### src/rtl/ahl_pkg.sv
package ahl_pkg;

    // Registered decision state of the controller (the decision flip-flop
    // together with the replay stage).
    typedef struct packed {
        logic two_pend;   // a two-cycle operation was accepted last cycle
        logic one_pend;   // a one-cycle operation was accepted last cycle
        logic replay;     // second cycle of an error replay
    } ahl_state_t;

    typedef enum logic {
        CLS_ONE = 1'b0,
        CLS_TWO = 1'b1
    } op_class_e;

    function automatic op_class_e pick_class(input logic aged,
                                             input logic fast_lo,
                                             input logic fast_hi);
        logic fast;
        fast = aged ? fast_hi : fast_lo;
        return fast ? CLS_ONE : CLS_TWO;
    endfunction

endpackage

### src/rtl/ahl_judge.sv
module ahl_judge #(
    parameter int W    = 8,
    parameter int ZMIN = 3
) (
    input  logic [W-1:0] opnd,
    output logic         fast
);
    localparam int ZW = $clog2(W + 1);

    logic [ZW-1:0] zeros;

    always_comb begin
        zeros = '0;
        for (int i = 0; i < W; i++) begin
            if (!opnd[i]) zeros = zeros + ZW'(1);
        end
        fast = (int'(zeros) >= ZMIN);
    end
endmodule

### src/rtl/ahl_aging_mon.sv
module ahl_aging_mon #(
    parameter int WIN_OPS = 16,
    parameter int ERR_LIM = 4
) (
    input  logic clk,
    input  logic rst,
    input  logic op_accept,
    input  logic err_hit,
    output logic aged
);
    localparam int OCW = (WIN_OPS > 1) ? $clog2(WIN_OPS) : 1;
    localparam int ECW = $clog2(ERR_LIM + 1);

    logic [OCW-1:0] op_cnt;
    logic [ECW-1:0] err_cnt;
    logic           win_end;
    logic           lim_hit;

    always_comb begin
        win_end = op_accept && (op_cnt == OCW'(WIN_OPS - 1));
        lim_hit = err_hit && (err_cnt == ECW'(ERR_LIM - 1));
    end

    always_ff @(posedge clk) begin
        if (rst) begin
            op_cnt  <= '0;
            err_cnt <= '0;
            aged    <= 1'b0;
        end else begin
            if (op_accept) begin
                op_cnt <= win_end ? '0 : op_cnt + OCW'(1);
            end
            if (win_end) begin
                err_cnt <= '0;
            end else if (err_hit) begin
                err_cnt <= lim_hit ? '0 : err_cnt + ECW'(1);
            end
            if (lim_hit) begin
                aged <= 1'b1;
            end
        end
    end

    a_r9_flag_sticky: assert property (@(posedge clk) disable iff (rst)
        aged |=> aged);
    a_r8_rise_after_error: assert property (@(posedge clk) disable iff (rst)
        $rose(aged) |-> $past(err_hit));
    a_r9_window_bounded: assert property (@(posedge clk) disable iff (rst)
        int'(op_cnt) < WIN_OPS);
    a_r8_count_bounded: assert property (@(posedge clk) disable iff (rst)
        int'(err_cnt) < ERR_LIM);
endmodule

### src/rtl/aging_hold_ctrl.sv
module aging_hold_ctrl
    import ahl_pkg::*;
#(
    parameter int W        = 8,
    parameter int ZC0      = 3,
    parameter int ZC1      = 5,
    parameter int WIN_OPS  = 16,
    parameter int ERR_LIM  = 4,
    parameter bit ROW_MODE = 1'b0
) (
    input  logic         clk,
    input  logic         rst,
    input  logic         op_valid,
    input  logic [W-1:0] op_a,
    input  logic [W-1:0] op_b,
    input  logic         razor_err,
    output logic         hold,
    output logic         aging_flag
);
    logic [W-1:0] judged;
    logic         fast_lo, fast_hi;
    logic         aged;
    logic         accept, err_hit;
    op_class_e    cls;
    ahl_state_t   st_q, st_d;

    generate
        if (ROW_MODE) begin : g_row
            assign judged = op_b;
        end else begin : g_col
            assign judged = op_a;
        end
    endgenerate

    ahl_judge #(.W(W), .ZMIN(ZC0)) u_judge_lo (.opnd(judged), .fast(fast_lo));
    ahl_judge #(.W(W), .ZMIN(ZC1)) u_judge_hi (.opnd(judged), .fast(fast_hi));

    always_comb begin
        cls     = pick_class(aged, fast_lo, fast_hi);
        err_hit = st_q.one_pend & razor_err;
        hold    = st_q.two_pend | st_q.replay | err_hit;
        accept  = op_valid & ~hold;
        st_d.two_pend = accept & (cls == CLS_TWO);
        st_d.one_pend = accept & (cls == CLS_ONE);
        st_d.replay   = err_hit;
    end

    always_ff @(posedge clk) begin
        if (rst) st_q <= '0;
        else     st_q <= st_d;
    end

    ahl_aging_mon #(.WIN_OPS(WIN_OPS), .ERR_LIM(ERR_LIM)) u_mon (
        .clk      (clk),
        .rst      (rst),
        .op_accept(accept),
        .err_hit  (err_hit),
        .aged     (aged)
    );

    assign aging_flag = aged;

    a_r5_two_cycle_single: assert property (@(posedge clk) disable iff (rst)
        st_q.two_pend |=> !hold);
    a_r6_replay_second_cycle: assert property (@(posedge clk) disable iff (rst)
        err_hit |=> hold);
    a_r7_stray_error_ignored: assert property (@(posedge clk) disable iff (rst)
        (razor_err && !st_q.one_pend && !st_q.two_pend && !st_q.replay) |-> !hold);
    a_r4_strict_implies_loose: assert property (@(posedge clk) disable iff (rst)
        fast_hi |-> fast_lo);
endmodule

### config.mk
export PLATFORM = sky130hd
export DESIGN_NAME = aging_hold_ctrl
export DESIGN_NICKNAME = d
export VERILOG_FILES = /design/src/rtl/ahl_pkg.sv /design/src/rtl/ahl_judge.sv /design/src/rtl/ahl_aging_mon.sv /design/src/rtl/aging_hold_ctrl.sv
export SDC_FILE = /design/constraint.sdc
export NUM_CORES = 1
export LEC_CHECK = 0
export ABC_AREA = 1
export BUFFER_PORTS_ARGS = -buffer_cell sky130_fd_sc_hd__buf_2
export CAP_MARGIN = 20
export CORE_MARGIN = 2
export CORE_UTILIZATION = 35
export CTS_CLUSTER_SIZE = 40
export DETAILED_ROUTE_END_ITERATION = 8
export PLACE_DENSITY_LB_ADDON = 0.3
export SYNTH_ARGS = -nofsm -noshare
export SYNTH_HDL_FRONTEND = slang
export SYNTH_SLANG_ARGS = --single-unit
### constraint.sdc
create_clock -name clk -period 4.4 [get_ports clk]
set_input_delay 0.66 -clock clk [delete_from_list [all_inputs] [get_ports clk]]
set_output_delay 0.66 -clock clk [all_outputs]
set_load 0.05 [all_outputs]
Word level (Yosys, flattened, before mapping)
Cells that the tools add are included.
{ "classes": {"n_eq_ne": 2, "order_cmp": 2, "n_mux": 12, "reduce_logical": 3, "n_addsub": 9, "n_bitwise": 7} }
{ "op_table": {"columns": ["cell", "count"], "rows": [
  ["two-way mux 4 bit", 8],
  ["adder 4 x 1 -> 4 bit, second input constant", 7],
  ["bitwise AND 1 bit", 4],
  ["equality test 4 bit, second input constant", 1],
  ["greater-or-equal comparator 4 x 2 -> 1 bit, second input constant", 1],
  ["greater-or-equal comparator 4 x 3 -> 1 bit, second input constant", 1],
  ["adder 3 x 1 -> 3 bit, second input constant", 1],
  ["equality test 3 x 2 -> 1 bit, second input constant", 1],
  ["two-way mux 1 bit", 3],
  ["two-way mux 3 bit", 1],
  ["adder 1 x 1 -> 2 bit, second input constant", 1],
  ["logical AND 1 bit", 2],
  ["bitwise OR 1 bit", 2],
  ["OR reduction 2 bit", 1],
  ["NOT 1 bit", 1]
]} }
{ "totals": {"register_bits": 11, "in_bits": 20, "wordCells": 41} }

Depth between registers and ports, before layout
Gate-level depths: netlist (run 1).
{ "depth": {"depth_word": 19, "ltp_mapped": 26, "depth_no_buf": 26} }

Hierarchy
A second synthesis (run 1) with hierarchy kept.
{ "hier_totals": {"cells_unflattened": 314, "area_unflattened_um2": 1905.6} }
{ "modules_own_cells": {"columns": ["mod", "seq_area_each_um2", "instances", "area_each_um2", "cells_each"], "rows": [
  ["ahl_judge (u_judge_hi)", 0.0, 1, 773.2, 125],
  ["ahl_judge (u_judge_lo)", 0.0, 1, 629.4, 121],
  ["ahl_aging_mon", 160.2, 1, 352.8, 46],
  ["aging_hold_ctrl", 60.1, 1, 150.1, 22]
]} }

Worst setup path before layout (run 1)
OpenSTA, ideal clock, no wires.
{ "synth_timing": {"path_kind": "input to register", "start": "input op_a[0]", "end": "register st_q[1] (netlist name)", "slack_ns": 0.291, "cell_stages": 25, "arrival_time_ns": 4.045, "cell_sequence": "inv_1 -> ha_1 -> inv_1 -> nand2_1 -> nand2_2 -> inv_1 -> nand2_1 -> a31oi_1 -> ha_1 -> or2_2 -> nand2_1 -> a21oi_2 -> o31ai_1 -> ha_1 -> or2_2 -> and2_1 -> ha_1 -> inv_1 -> nor2_1 -> xor3_1 -> nand2_1 -> nand2_1 -> nand2_1 -> nor2_1 -> nor2_1"} }
{ "synth_via": {"elab_chain_cells": 18} }
{ "synth_lines": {"columns": ["element", "line_no", "rtl"], "rows": [
  ["start: declaration", "aging_hold_ctrl.sv:14", "input logic [W-1:0] op_a,"],
  ["two-way mux 1 bit *", "ahl_judge.sv:15", "if (!opnd[i]) zeros = zeros + ZW'(1);"],
  ["adder 1 x 1 -> 2 bit", "ahl_judge.sv:15", null],
  ["two-way mux 4 bit *", "ahl_judge.sv:15", null],
  ["adder 4 x 1 -> 4 bit", "ahl_judge.sv:15", null],
  ["two-way mux 4 bit *", "ahl_judge.sv:15", null],
  ["adder 4 x 1 -> 4 bit", "ahl_judge.sv:15", null],
  ["two-way mux 4 bit *", "ahl_judge.sv:15", null],
  ["adder 4 x 1 -> 4 bit", "ahl_judge.sv:15", null],
  ["[... 2 more ...]", null, null],
  ["two-way mux 4 bit *", "ahl_judge.sv:15", null],
  ["adder 4 x 1 -> 4 bit", "ahl_judge.sv:15", null],
  ["two-way mux 4 bit *", "ahl_judge.sv:15", null],
  ["adder 4 x 1 -> 4 bit", "ahl_judge.sv:15", null],
  ["two-way mux 4 bit *", "ahl_judge.sv:15", null],
  ["greater-or-equal comparator 4 x 2 -> 1 bit or greater-or-equal comparator 4 x 3 -> 1 bit (tied branches)", "ahl_judge.sv:17", "fast = (int'(zeros) >= ZMIN);"],
  ["two-way mux 1 bit *", "ahl_pkg.sv:20", "fast = aged ? fast_hi : fast_lo;"],
  ["bitwise AND 1 bit *", "aging_hold_ctrl.sv:44", "st_d.one_pend = accept & (cls == CLS_ONE);"],
  ["end signal: assignment", "aging_hold_ctrl.sv:50", "else st_q <= st_d;"],
  ["end: declaration", "aging_hold_ctrl.sv:25", "ahl_state_t st_q, st_d;"]
]} }
Mark *: on every way between the ends. The rest lies on a longest branch, timed or not.
A chain may end at the register's enable or synchronous reset.

Worst setup path after layout (run 1)
Same ends and word-level chain as after synthesis.

==> run summary, run 1 <==
clk buf depth: 2
clk sinks: 11
port buffer count: 13
area occupied by registers: 220 um^2
period utilization: 0.922
post-place setup slack: -0.0769 ns
final setup fails: 0
global route overflow: 0
layout cell share with drive strength beyond 1: 0.291
data required time of the worst path: 4.61 ns
Worst R2R Path Depth: 6
First-pass DRT Iterations: 4
pwr/cell area: 258 nW/um^2
Clock Pin Slew Worst Setup and Hold Paths: 0.07 ns
Max transition margin: 0.814
Most common cell on crit path: nand2_1
initial antenna violation count: 0
CTS root buffer: clkbuf_4
r2r endpoint: u_mon.op_cnt[3]
die height: 62.3 um
Multi-input gate area: 861 um^2
synthesized flop and latch total: 11
hpwl dp: 1.86 mm
Post-Syn Instances: 187
top cell type's share of synthesized area: 0.185
Crit. End Element: flip-flop
most frequent cells in the layout: 51 x nand2_1, 30 x inv_1, 18 x nand3_1
max-cap violations: 0
Setup Fix Bufs, Post-CTS: 0
DR WL/cell: 8.73 um
syn_nets: 218
CP max stage cell: xor3_1
vias in the first global route: 1026
GRT Total Usage: 0.126
chip width: 62.3 um
Crit Path Max Fanout: 4
post-synthesis cell area: 1190 um^2
Fin Clk Skew: 0.00261 ns
antenna-violating nets left: 0
vias per std cell: 4.52
die area: 3880 um^2
average size of a mapped cell: 6.36 um^2
TNS Setup: 0 ns
cell count along the critical path: 28
Setup CP Type: in2reg
R2R Path Start: st_q[1]
pin count of the biggest net entering global routing: 10
sequential element share of the synthesized area: 0.185
Async SR Flop Fraction: 0
DRT iter0 DRCs: 61
placer's final routability congestion estimate: 0.771
Slew @ Worst Pin: 0.277 ns
LEAKAGE: 0.786 nW
Yosys warnings: 0
core area: 3310 um^2
critical path's largest stage delay: 0.37 ns
DR vias: 1171
num ports: 22
Main synth FF type: dfxtp_1
number of H-tree levels: 1
first-pass GRT wire length: 4.04 mm
TritonCTS clock tree: built
commonest non-fill, non-tap cell in the layout: nand2_1
Initial Util: 0.359
Synth area leader: dfxtp_1
startpoint types: input pin
Worst VDD drop: 0.0890 mV
Routed Wire Length: 2.26 mm
Resize count post-CTS: 0
Slew Limit Fails: 0
worst setup path startpoint: op_a[0]
outcome: finished clean
R2R setup slack: 3.05 ns
number of synthesized flops with an enable pin: 0
Hold Buf Count CTS: 0
Final Hold Fails: 0
final worst path period need: 4.06 ns
worst skew pair latency: 0.26 ns
Nets: 245
post-route worst setup slack: 0.343 ns
CP Buf/Inv Count: 6
CTS buffer count: 3
final hold slack: 0.451 ns
DR DRC count: 0
Top delay family on crit path: simple AND/OR/NAND/NOR gates
Area Growth Syn to Fin: 20.4%
top cells by area, synth: dfxtp_1 19%, nand2_1 16%, ha_1 12%, inv_1 9.5%, nand3_1 7.6%
Max Freq: 246 MHz
Yosys cell types: 27
Worst Setup EP: st_q[1]
Hold Crit Class: reg2reg
Fill cells: 368
Diodes inserted: 0
# rows: 21
Worst EP arrival: 4.26 ns
-- registers in the layout, indices dropped and copies added (netlist names) --
signal         flops
u_mon.op_cnt       4
st_q               3
u_mon.aged         1
u_mon.err_cnt      3
-- worst min-delay path: cells and delay by family, from the launching register on --
kind | cells | cell delay (ns)
buffers and inverters | 1 | 0.06
DFF | 1 | 0.30
AOI/OAI and AO/OA | 1 | 0.05
-- power breakdown --
part           internal (mW)  total, mW  leakage, nW  switching [mW]
Combinational         0.0801      0.191        0.682           0.111
Clock                 0.0351     0.0672       0.0150          0.0321
Sequential             0.107      0.112       0.0894         0.00459
Total                  0.223      0.370        0.786           0.147
-- worst min-delay path by stage --
stage | end | slack [ns] | from | cells past startpoint
floorplan | u_mon.err_cnt[2] | 0.42 | u_mon.err_cnt[2] | 2
global placement | u_mon.err_cnt[2] | 0.44 | u_mon.err_cnt[2] | 2
detailed placement | u_mon.err_cnt[2] | 0.44 | u_mon.err_cnt[2] | 2
CTS | u_mon.err_cnt[2] | 0.45 | u_mon.err_cnt[2] | 2
global route | u_mon.err_cnt[2] | 0.47 | u_mon.err_cnt[2] | 2
finish | u_mon.err_cnt[2] | 0.45 | u_mon.err_cnt[2] | 2
-- cell usage after synthesis (3+ instances only) --
master	count
nor2_1	12
inv_2	4
or2_2	4
nand2_1	51
ha_1	11
nand2_2	12
nand3_2	7
inv_1	30
nand3_1	18
nand2_4	3
a21oi_1	5
dfxtp_1	11
-- per-layer routing --
| metal | vias to the layer above | GRT usage | routed length, um |
|---|---|---|---|
| li1 | 640 | - | - |
| met1 | 513 | 0.158 | 1140 |
| met2 | 18 | 0.217 | 1040 |
| met3 | 0 | 0.0326 | 74 |
| met4 | 0 | 0.0250 | 0 |
| met5 | - | 0 | 0 |
-- per-stage QoR --
| stage | cell area [um^2] | util | cells | power (mW) |
|---|---|---|---|---|
| after global routing | 1430 | 0.433 | 259 | 0.411 |
| after floorplan | 1190 | - | 187 | 0.253 |
| after CTS | 1410 | 0.426 | 259 | 0.371 |
| after detailed placement | 1380 | 0.418 | 255 | 0.301 |
| final | 1430 | 0.433 | 259 | 0.370 |
| after global placement | 1380 | 0.418 | 255 | 0.299 |
-- cell families after synthesis --
group / synth area share
simple gates: 0.492
buf+inv: 0.111
compound gates: 0.0610
fa+ha+maj: 0.116
flops: 0.185
xor+xnor: 0.0347
-- cell type report --
cell class / count / area share
multi-input cells: 141 / 0.601
clock buffers: 4 / 0.0183
well taps: 46 / 0.0402
repair buffers: 23 / 0.0978
flip-flops and latches: 11 / 0.154
inverters: 34 / 0.0891
Note: power is estimated with default switching activity, not from simulation.
==> run 2: changes to the inputs <==
Settings changed: GPL_TIMING_DRIVEN set to 0.
==> run summary, run 2 (same netlist as run 1, synthesis figures left out) <==
outcome: finished clean
vias per std cell: 4.43
Area Growth Syn to Fin: 14.1%
R2R setup slack: 3.03 ns
Fin Clk Skew: 0.00229 ns
startpoint types: input pin
worst skew pair latency: 0.27 ns
data required time of the worst path: 4.57 ns
num ports: 22
GRT Total Usage: 0.125
DR vias: 1103
Clock Pin Slew Worst Setup and Hold Paths: 0.07 ns
layout cell share with drive strength beyond 1: 0.256
final worst path period need: 3.95 ns
First-pass DRT Iterations: 4
pwr/cell area: 264 nW/um^2
die area: 3880 um^2
Nets: 235
Worst VDD drop: 0.0670 mV
Biggest register: u_mon.op_cnt
period utilization: 0.898
clk buf depth: 2
global route overflow: 0
core area: 3310 um^2
Worst EP arrival: 4.12 ns
DRT iter0 DRCs: 37
first-pass GRT wire length: 4.08 mm
Most common cell on crit path: nand2_1
Max transition margin: 0.827
final setup fails: 0
die height: 62.3 um
TNS Setup: 0 ns
largest registers: u_mon.op_cnt: 4 flops, st_q: 3 flops, u_mon.err_cnt: 3 flops
Initial Util: 0.359
commonest non-fill, non-tap cell in the layout: nand2_1
DR WL/cell: 8.72 um
CTS buffer count: 3
design area: 1360 um^2
max FFs per register: 4
RSZ-0062 raised after global routing: no
most frequent cells in the layout: 51 x nand2_1, 30 x inv_1, 18 x nand3_1
Routed Wire Length: 2.17 mm
port buffer count: 12
Final Hold Fails: 0
DR DRC count: 0
hpwl dp: 1.80 mm
max-cap violations: 0
initial antenna violation count: 0
final hold slack: 0.447 ns
number of H-tree levels: 1
Cell Count, Final, Fillers Out: 249
Max Freq: 253 MHz
Slew Limit Fails: 0
LEAKAGE: 0.743 nW
placed cell count: 245
CTS root buffer: clkbuf_4
chip width: 62.3 um
# rows: 21
clk sinks: 11
critical path's largest stage delay: 0.31 ns
Diodes inserted: 0
Crit Path Max Fanout: 4
Cell Area, Placed: 1310 um^2
Slew @ Worst Pin: 0.257 ns
antenna-violating nets left: 0
Setup CP Type: in2reg
vias in the first global route: 996
Hold Crit Class: reg2reg
Top delay family on crit path: simple AND/OR/NAND/NOR gates
Crit. End Element: flip-flop
CP max stage cell: or2_2
placer's final routability congestion estimate: 0.778
pin count of the biggest net entering global routing: 10
TritonCTS clock tree: built
CP Buf/Inv Count: 5
[run 2: cell count changes in the layout (fill, tap and decap cells not counted), sizes merged]
cell  delta
buf     -10
[run 2: power by group]
part           internal, mW  switching (mW)  leakage [nW]
Combinational        0.0681           0.108         0.639
Clock                0.0351          0.0345        0.0150
Sequential            0.107         0.00469        0.0894
[run 2: worst reg2reg max path: cells and delay by family (launching register included)]
| family | cells | cell delay (ns) |
|---|---|---|
| AND/OR/NAND/NOR | 5 | 0.88 |
| flip-flops | 1 | 0.30 |
| AO/OA/AOI/OAI | 1 | 0.07 |
[run 2: final timing paths]
kind,startpoint,end,depth (start not counted)
hold reg to reg,u_mon.err_cnt[2],u_mon.err_cnt[2],2
setup / recovery,op_a[0],st_q[1],26
hold / removal,u_mon.err_cnt[2],u_mon.err_cnt[2],2
setup reg to reg,st_q[1],u_mon.err_cnt[0],6
[run 2: layer usage]
layer / global-route usage / wire length (um) / vias to the layer above
li1: - / - / 618
met1: 0.181 / 1190 / 468
met2: 0.194 / 898 / 17
met3: 0.0290 / 86 / 0
met4: 0.0167 / 0 / 0
met5: 0 / 0 / -
[run 2: area by class of cell]
cell class                 instances  area, um^2
buffer                             1        5.00
clock buffer                       4        26.3
fill                             382        1950
inverter                          34         128
multi-input combinational        141         861
sequential                        11         220
tap                               46        57.6
timing repair buffer              12        60.1
[run 2: through the flow]
stage                     utilization  setup WS (ns)  total power, mW
final                           0.410          0.449            0.358
after global routing            0.410          0.139            0.394
after CTS                       0.403          0.122            0.357
after detailed placement        0.395         -0.156            0.286
after global placement          0.395         -0.107            0.284
after floorplan                     -          0.291            0.253
[run 2: timing repair]
item | 4_1_cts | 5_1_grt
endpoints found under the setup margin | 0 | 2
gates resized for setup | 0 | 3
buffers inserted | 0 | 0
hold buffers | 0 | 0
==> run 3: changes to the inputs <==
Settings changed: CAP_MARGIN 20 to not set, CORE_MARGIN 2 to 4, SKIP_LAST_GASP set to 1.
==> run summary, run 3 (same netlist as run 1, synthesis figures left out) <==
TritonCTS clock tree: built
placed cell count: 243
RSZ-0062 raised after global routing: no
DR vias: 1107
Final Hold Fails: 0
initial antenna violation count: 0
Nets: 235
port buffer count: 12
core area: 3150 um^2
data required time of the worst path: 4.61 ns
hold endpoint: u_mon.err_cnt[2]
Initial Util: 0.377
Area Growth Syn to Fin: 13.9%
num ports: 22
Hold Crit Class: reg2reg
period utilization: 0.923
Worst R2R Path Depth: 6
final hold slack: 0.446 ns
global route overflow: 0
Cell Count, Final, Fillers Out: 247
layout cell share with drive strength beyond 1: 0.256
max-cap violations: 0
DR DRC count: 0
TNS Setup: 0 ns
pwr/cell area: 259 nW/um^2
die area: 4400 um^2
Setup Fix Bufs, Post-CTS: 0
Tot Pwr: 0.351 mW
CP max stage cell: xor3_1
Fin Clk Skew: 0.000388 ns
hpwl dp: 1.74 mm
Crit Path Max Fanout: 4
most frequent cells in the layout: 51 x nand2_1, 30 x inv_1, 18 x nand3_1
r2r endpoint: u_mon.err_cnt[0]
Max transition margin: 0.817
largest registers: u_mon.op_cnt: 4 flops, st_q: 3 flops, u_mon.err_cnt: 3 flops
pin count of the biggest net entering global routing: 10
DR WL/cell: 8.10 um
clk buf depth: 2
Slew @ Worst Pin: 0.272 ns
final setup fails: 0
First-pass DRT Iterations: 4
vias per std cell: 4.48
Setup CP Type: in2reg
vias in the first global route: 976
die height: 66.3 um
DRT iter0 DRCs: 37
worst hold start: u_mon.err_cnt[2]
Diodes inserted: 0
R2R setup slack: 3.10 ns
clk sinks: 11
Hold Buf Count CTS: 0
Crit. End Element: flip-flop
Routed Wire Length: 2.00 mm
Hold Path Depth: 2
critical path's largest stage delay: 0.37 ns
CTS root buffer: clkbuf_4
Worst EP arrival: 4.27 ns
R2R Path Start: st_q[1]
number of H-tree levels: 1
Worst VDD drop: 0.130 mV
antenna-violating nets left: 0
commonest non-fill, non-tap cell in the layout: nand2_1
CTS buffer count: 3
placer's final routability congestion estimate: 0.800
startpoint types: input pin
chip width: 66.3 um
max FFs per register: 4
first-pass GRT wire length: 3.71 mm
LEAKAGE: 0.739 nW
Biggest register: u_mon.op_cnt
outcome: finished clean
Fill cells: 360
# rows: 20
Max Freq: 246 MHz
final worst path period need: 4.06 ns
GRT Total Usage: 0.104
Most common cell on crit path: nand2_1
Resize count post-CTS: 0
worst skew pair latency: 0.26 ns
Slew Limit Fails: 0
Clock Pin Slew Worst Setup and Hold Paths: 0.06 ns
run 3: cell type report:
class / instances / area [um^2] / share of cell area
repair buffers: 12 / 60.1 / 0.0443
flip-flops and latches: 11 / 220 / 0.163
clock buffers: 4 / 26.3 / 0.0194
well taps: 44 / 55.1 / 0.0406
inverters: 34 / 128 / 0.0942
multi-input cells: 141 / 861 / 0.635
plain buffers: 1 / 5.00 / 0.00369
run 3: worst max path at each step:
stage	startpoint	endpoint	slack (ns)	cells after the start
2_1_floorplan	op_a[0]	st_q[1]	0.29	25
3_3_place_gp	op_a[0]	st_q[1]	-0.13	26
3_5_place_dp	op_a[0]	st_q[1]	-0.14	26
4_1_cts	op_a[0]	st_q[1]	0.13	26
5_1_grt	op_a[1]	st_q[1]	0.02	26
6_report	op_a[0]	st_q[1]	0.34	26
run 3: per-layer routing:
layer  GRT usage  vias to the layer above  wire, um
met1       0.126                      467       971
met2       0.182                       17       957
met5           0                        -         0
met3      0.0204                        2        62
li1            -                      621         -
met4      0.0305                        0         9
run 3: critical path: cells and delay by family:
kind	cells	cell delay (ns)
and+or+nand+nor	13	1.48
adders and majority gates	4	0.98
AOI/OAI and AO/OA	3	0.42
xor gates and xnor gates	1	0.37
buffers and inverters	5	0.36
run 3: power by group:
part	internal [mW]	switching [mW]
Sequential	0.107	0.00438
Clock	0.0351	0.0312
Combinational	0.0677	0.105
run 3: per-stage QoR:
step / setup WS [ns] / instance area, um^2 / utilization
5_1_grt: 0.0164 / 1360 / 0.430
6_report: 0.337 / 1360 / 0.430
3_3_place_gp: -0.125 / 1310 / 0.414
2_1_floorplan: 0.291 / 1190 / -
3_5_place_dp: -0.144 / 1310 / 0.414
4_1_cts: 0.125 / 1330 / 0.422
